`config.mk`:
```
export PLATFORM = sky130hd
export DESIGN_NAME = fifo_status_flags
export DESIGN_NICKNAME = d
export VERILOG_FILES = /design/src/rtl/fsf_pkg.sv /design/src/rtl/fsf_threshold.sv /design/src/rtl/fsf_level_flags.sv /design/src/rtl/fsf_overrun.sv /design/src/rtl/fifo_status_flags.sv
export SDC_FILE = /design/constraint.sdc
export NUM_CORES = 1
export LEC_CHECK = 0
export ABC_AREA = 1
export BUFFER_PORTS_ARGS = -buffer_cell sky130_fd_sc_hd__buf_2
export CORE_AREA = 2 2 39 41
export CTS_CLUSTER_DIAMETER = 40
export CTS_CLUSTER_SIZE = 14
export DETAILED_ROUTE_END_ITERATION = 8
export DIE_AREA = 0 0 41 43
export GPL_TIMING_DRIVEN = 1
export HOLD_SLACK_MARGIN = 0.15
export PLACE_DENSITY = 0.68
export SLEW_MARGIN = 10
export SYNTH_ARGS = -nofsm -noshare
export SYNTH_HDL_FRONTEND = slang
export SYNTH_HIERARCHICAL = 1
export SYNTH_SLANG_ARGS = --single-unit
```
`constraint.sdc`:
```
create_clock -name clk -period 2.6 [get_ports clk]
set_clock_uncertainty 0.1 [all_clocks]
set_input_delay 0 -clock clk [delete_from_list [all_inputs] [get_ports clk]]
set_output_delay 0 -clock clk [all_outputs]
set_load 0.01 [all_outputs]
```
`src/rtl/fsf_pkg.sv`:
```
package fsf_pkg;
  // Positions of the flags inside the status word
  localparam int unsigned POS_READY = 1;
  localparam int unsigned POS_WMARK = 2;
  localparam int unsigned POS_OVRUN = 3;

  typedef enum logic {
    MODE_OVERWRITE = 1'b0,
    MODE_KEEP_OLD  = 1'b1
  } fifo_mode_e;

  typedef struct packed {
    logic ovrun;
    logic wmark;
    logic ready;
  } flags_t;
endpackage

```
`src/rtl/fsf_threshold.sv`:
```
module fsf_threshold #(
  parameter int unsigned CNT_W    = 10,
  parameter int unsigned THR_LO_W = 8
) (
  input  logic [CNT_W-1:0]    cnt_i,
  input  logic [THR_LO_W-1:0] thr_lo_i,
  input  logic                thr_hi_i,
  output logic                reached_o
);
  localparam int unsigned THR_W = THR_LO_W + 1;
  localparam int unsigned CMP_W = (CNT_W > THR_W) ? CNT_W : THR_W;

  logic [THR_W-1:0] thr;
  logic [CMP_W-1:0] cnt_x;
  logic [CMP_W-1:0] thr_x;

  // The extension bit is the most significant bit of the threshold
  assign thr       = {thr_hi_i, thr_lo_i};
  assign cnt_x     = CMP_W'(cnt_i);
  assign thr_x     = CMP_W'(thr);
  assign reached_o = (cnt_x >= thr_x);
endmodule

```
`src/rtl/fsf_level_flags.sv`:
```
module fsf_level_flags #(
  parameter int unsigned CNT_W    = 10,
  parameter int unsigned THR_LO_W = 8
) (
  input  logic                clk,
  input  logic                rst,
  input  logic                en_i,
  input  logic [CNT_W-1:0]    cnt_i,
  input  logic [THR_LO_W-1:0] thr_lo_i,
  input  logic                thr_hi_i,
  output logic                ready_o,
  output logic                wmark_o
);
  logic reached;

  fsf_threshold #(
    .CNT_W    (CNT_W),
    .THR_LO_W (THR_LO_W)
  ) u_thr (
    .cnt_i     (cnt_i),
    .thr_lo_i  (thr_lo_i),
    .thr_hi_i  (thr_hi_i),
    .reached_o (reached)
  );

  always_ff @(posedge clk) begin
    if (rst) begin
      ready_o <= 1'b0;
      wmark_o <= 1'b0;
    end else begin
      ready_o <= en_i && (cnt_i != '0);
      wmark_o <= en_i && reached;
    end
  end
endmodule

```
`src/rtl/fsf_overrun.sv`:
```
module fsf_overrun
  import fsf_pkg::*;
(
  input  logic       clk,
  input  logic       rst,
  input  logic       en_i,
  input  fifo_mode_e mode_i,
  input  logic       push_i,
  input  logic       pop_i,
  input  logic       full_i,
  output logic       ovrun_o
);
  logic lost_sample;

  // Overwrite mode loses the oldest entry; keep-oldest mode drops the new one.
  // Either way a sample is lost and the flag is raised.
  always_comb begin
    unique case (mode_i)
      MODE_OVERWRITE: lost_sample = push_i && full_i;
      MODE_KEEP_OLD:  lost_sample = push_i && full_i;
      default:        lost_sample = 1'b0;
    endcase
  end

  always_ff @(posedge clk) begin
    if (rst || !en_i) begin
      ovrun_o <= 1'b0;
    end else if (lost_sample) begin
      ovrun_o <= 1'b1;
    end else if (pop_i) begin
      ovrun_o <= 1'b0;
    end
  end
endmodule

```
`src/rtl/fifo_status_flags.sv`:
```
module fifo_status_flags
  import fsf_pkg::*;
#(
  parameter int unsigned CNT_W    = 10,
  parameter int unsigned THR_LO_W = 8,
  parameter int unsigned STAT_W   = 8
) (
  input  logic                clk,
  input  logic                rst,
  input  logic                fifo_en_i,
  input  logic                mode_i,
  input  logic [CNT_W-1:0]    fill_cnt_i,
  input  logic                push_i,
  input  logic                pop_i,
  input  logic                full_i,
  input  logic [THR_LO_W-1:0] thr_cnt_i,
  input  logic                thr_ext_i,
  output logic [STAT_W-1:0]   status_o
);
  flags_t flags;

  fsf_level_flags #(
    .CNT_W    (CNT_W),
    .THR_LO_W (THR_LO_W)
  ) u_level (
    .clk      (clk),
    .rst      (rst),
    .en_i     (fifo_en_i),
    .cnt_i    (fill_cnt_i),
    .thr_lo_i (thr_cnt_i),
    .thr_hi_i (thr_ext_i),
    .ready_o  (flags.ready),
    .wmark_o  (flags.wmark)
  );

  fsf_overrun u_ovr (
    .clk     (clk),
    .rst     (rst),
    .en_i    (fifo_en_i),
    .mode_i  (fifo_mode_e'(mode_i)),
    .push_i  (push_i),
    .pop_i   (pop_i),
    .full_i  (full_i),
    .ovrun_o (flags.ovrun)
  );

  for (genvar b = 0; b < STAT_W; b++) begin : g_word
    if (b == POS_READY) begin : g_rdy
      assign status_o[b] = flags.ready;
    end else if (b == POS_WMARK) begin : g_wm
      assign status_o[b] = flags.wmark;
    end else if (b == POS_OVRUN) begin : g_ov
      assign status_o[b] = flags.ovrun;
    end else begin : g_zero
      assign status_o[b] = 1'b0;
    end
  end
endmodule

```
* Word-level counts from Yosys, hierarchy flattened *
Index checks and enable logic that the tools add are counted.

word-level totals
  flip-flop bits (word level) = 3
  input port bits = 26
  logic and storage cells = 13

operators by class
  order comparisons = 1
  mux-type cells = 2
  reductions and logical operators = 7

operator list
  kind                 number
  $ge A10 B9 Y1        1
  $reduce_bool A10 Y1  1
  $logic_and A1 B1 Y1  3
  $mux W1              2
  $reduce_bool A2 Y1   1
  $logic_not A1 Y1     1
  $logic_or A1 B1 Y1   1

* Depth between registers and ports, before layout *
  depth after elaboration = 2
  mapped depth = 10
  depth with buffers taken out = 10

* By module *
Netlist, hierarchy kept.

by module, submodules not included
  module             cells an instance  area an instance (sq um)  instances
  fsf_threshold      45                 255.2                     1
  fsf_level_flags    15                 90.1                      1
  fsf_overrun        7                  47.5                      1
  fifo_status_flags  6                  41.3                      1

* Least setup slack after synthesis *
No wires, ideal clock.

  path type = input port to flip-flop
  start = input thr_ext_i
  end = register u_level.wmark_o
  path slack = 1.674 ns
  cell stages on the path = 8
  library setup time = 0.109 ns
  required time = 2.391 ns
  data arrival time = 0.716 ns
  buffers on the path = 0
  path through = inv_1 ha_1 nand2_1 inv_1 a21oi_1 nand3_1 nand2_1 nor2_1

between the ends
  cells in the longest elaborated chain, start to end = 2

RTL lines
  item                       line                     source
  start, declared            fifo_status_flags.sv:17  input logic thr_ext_i,
  $ge A10 B9 Y1              fsf_threshold.sv:21      assign reached_o = (cnt_x >= thr_x);
  named net u_level.reached  fsf_level_flags.sv:14    logic reached;
  $logic_and A1 B1 Y1        fsf_level_flags.sv:32    wmark_o <= en_i && reached;
  end signal, assigned       fsf_level_flags.sv:32
  end, declared              fsf_level_flags.sv:12    output logic wmark_o

The timed path passes the listed nets, and every way through them passes these cells.
A chain may end at the register's enable or synchronous reset.

* Worst setup path after layout *
  start = input full_i
  end = register u_ovr.ovrun_o

between the ends
  cells in the longest elaborated chain, start to end = 2
  elaborated cells on any way between the ends = 3
  classes of those cells = mux: 1; reduce/logical: 2

RTL lines
  item                                                  line                                  source
  start, declared                                       fifo_status_flags.sv:15               input logic full_i,
  $logic_and A1 B1 Y1 (*)                               fsf_overrun.sv:19, fsf_overrun.sv:20
  $mux W1 / $reduce_bool A2 Y1 (equally long branches)  --
  end signal, assigned                                  fsf_overrun.sv:27                     ovrun_o <= 1'b0;
  end signal, assigned                                  fsf_overrun.sv:29                     ovrun_o <= 1'b1;
  end signal, assigned                                  fsf_overrun.sv:31                     ovrun_o <= 1'b0;
  end, declared                                         fsf_overrun.sv:11                     output logic ovrun_o

Mark *: on every way between the ends. The rest lies on a longest branch, timed or not.

==> key figures <==
Status
  – Status: completed

Global routing
  – Largest net degree at the start of global routing: 4
  – Grt total ovfl: 0
  – First-pass GRT wire length: approximately 1.5 mm
  – GRT Resource Usage Total: 0.128
  – Vias in the first global route: 460
  – Antenna violations before repair: 0

Clock tree
  – CTS buffer count: 3
  – Clock-pin slew on the worst setup and hold paths: around 0.04 ns
  – Root Buffer: clkbuf_4
  – CTS tree: yes
  – Clock sink total: 3
  – Clock buffer depth: 2
  – Later-pin clock latency in the skew report: 0.23 ns
  – H-tree Lvls: 1

Worst setup path
  – Crit path launch type: primary input
  – CP endpoint: u_ovr/ovrun_o
  – Worst Reg-to-Reg Cells: 3
  – Setup crit end kind: flop
  – Critical path type: primary input to flop
  – R2R Path End: u_ovr/ovrun_o
  – Worst r2r src: u_ovr/ovrun_o
  – Worst Setup SP: full_i
  – Worst Path Required: 2.61 ns
  – FF-to-FF setup slack: approximately 1.4 ns
  – CP arrival: ~1.8 ns
  – CP Max Fanout: 1

Die
  – Ports: 34
  – Die area: 1760 um^2
  – Initial Util: 0.314
  – Die width: between 40 and 50 um
  – Core area: approximately 1400 um^2
  – Die Span Y: about 43 um
  – Rows: 14

STA
  – Slew Viols, Final: 0
  – Setup TNS: 0 ns
  – Unrepaired setup endpoints after global routing: false
  – Min Tclk post-route: 1.83 ns
  – Final hold vios: 0
  – Final cycle utilization of the critical path: 0.704
  – Setup Viol. Count Final: 0
  – Fmax: 546 MHz

Job
  – MaxCap Viol Count: 0

Synth
  – Synth unique cells: 11
  – Synth Warn #: 6
  – Top cell type by total area after synthesis: ha_1
  – Yosys top cell area share: 0.259
  – Netlist Area Pre-Place: roughly 430 um^2
  – FF+latch count, synth: 3
  – Post-Syn Instances: 73
  – Register area share after synthesis: 0.138
  – Mean Syn Cell Area: 5.95 um^2
  – Area contributors post-synth: ha_1, nand2_1, inv_1

Detailed routing
  – Detail Route Antenna Nets: 0
  – WL per Instance: approximately 7.7 um
  – Post-Route WL: around 970 um
  – Pre-Repair DR Iteration Count: 2
  – Vias per inst: 4.02
  – Initial drt markers: 2
  – DRC Markers: 0
  – DR vias: around 500

Final layout
  – Syn-to-layout area delta: 52.7%
  – Commonest non-fill, non-tap cells in the layout: buf_2, nand2_1, inv_1
  – Most common cell after layout, fill and taps aside: buf_2
  – Share of layout cells above drive strength 1: 0.291
  – Nets@finish: 146
  – Fillcell total: 158
  – Diodes inserted: 0

Min path
  – Hold Path Class: primary input to flop
  – Cell depth of the worst min-delay path: 5

Place
  – IO Port Bufs: 27
  – Final Wtd Congestion: about 0.7
  – HPWL after detailed placement: between 700 and 800 um

Power and ir drop
  – Worst VDD drop: just under 0.00009 V
  – Power Density: just over 300 nW/um^2
  – Leak pwr: ~0.44 nW
  – Total chip power: a little over 0.2 mW
==> registers in the layout, indices dropped and copies added, names as in the netlist <==
signal,flops
u_level/ready_o,1
u_level/wmark_o,1
u_ovr/ovrun_o,1
==> worst min-delay path by stage <==
stage / endpoint / start
floorplan: u_level/wmark_o / rst
global placement: u_level/wmark_o / rst
detailed placement: u_level/wmark_o / rst
CTS: u_ovr/ovrun_o / pop_i
global route: u_ovr/ovrun_o / pop_i
finish: u_ovr/ovrun_o / pop_i
==> what timing repair did <==
item                                   in CTS  in global routing
hold buffers                                7                  0
buffers inserted                            0                  0
endpoints found under the hold margin       3                  0
resized for setup                           0                  0
==> cells in the mapped netlist (all sizes together) <==
| cell type | number |
|---|---|
| nand2 | 20 |
| inv | 18 |
| nor2 | 11 |
| ha | 9 |
| buf | 5 |
| a21oi | 3 |
| dfxtp | 3 |
| nand3 | 3 |
| conb | 1 |
==> where the power goes <==
group	switching [mW]	internal, mW	total (mW)
Clock	0.0240	0.0575	0.0815
Sequential	0.000620	0.0485	0.0492
Combinational	0.0355	0.0372	0.0727
==> logic make-up after synthesis <==
logic type | synth area share
AOI/OAI and AO/OA | 0.0432
adders and majority gates | 0.259
buffers and inverters | 0.242
DFF | 0.138
other | 0.00864
and+or+nand+nor | 0.308
==> metal layers <==
metal | part of all wire | track usage | up-vias | routed length (um)
met5 | 0 | 0 | - | 0
met2 | 0.53 | 0.234 | 19 | 512
li1 | - | - | 279 | -
met3 | 0.087 | 0.0314 | 0 | 85
met4 | 0 | 0.100 | 0 | 0
met1 | 0.38 | 0.102 | 208 | 373
==> cell type report <==
type	instances	area [um^2]	area share
repair buffers	34	205	0.309
inverters	18	67.6	0.102
clock buffers	4	26.3	0.0396
well taps	16	20.0	0.0302
multi-input cells	51	284	0.428
flip-flops and latches	3	60.1	0.0906
==> worst max-delay path: stages <==
cell           delay [ns]
dlygate4sd3_1        0.53
buf_2                0.12
nand2_1              0.04
dlygate4sd3_1        0.56
a21oi_2              0.05
dlygate4sd3_1        0.54
==> stage by stage <==
step	instances	util	setup WS, ns	instance area [um^2]	hold WS [ns]
after global routing	126	0.479	0.716	663	0.502
after global placement	115	0.410	1.51	567	0.0909
after CTS	126	0.479	0.776	663	0.478
final	126	0.479	0.769	663	0.484
after floorplan	77	-	1.67	449	-0.0285
after detailed placement	115	0.410	1.51	567	0.0999
No activity file was read; power rests on OpenSTA's default activity.
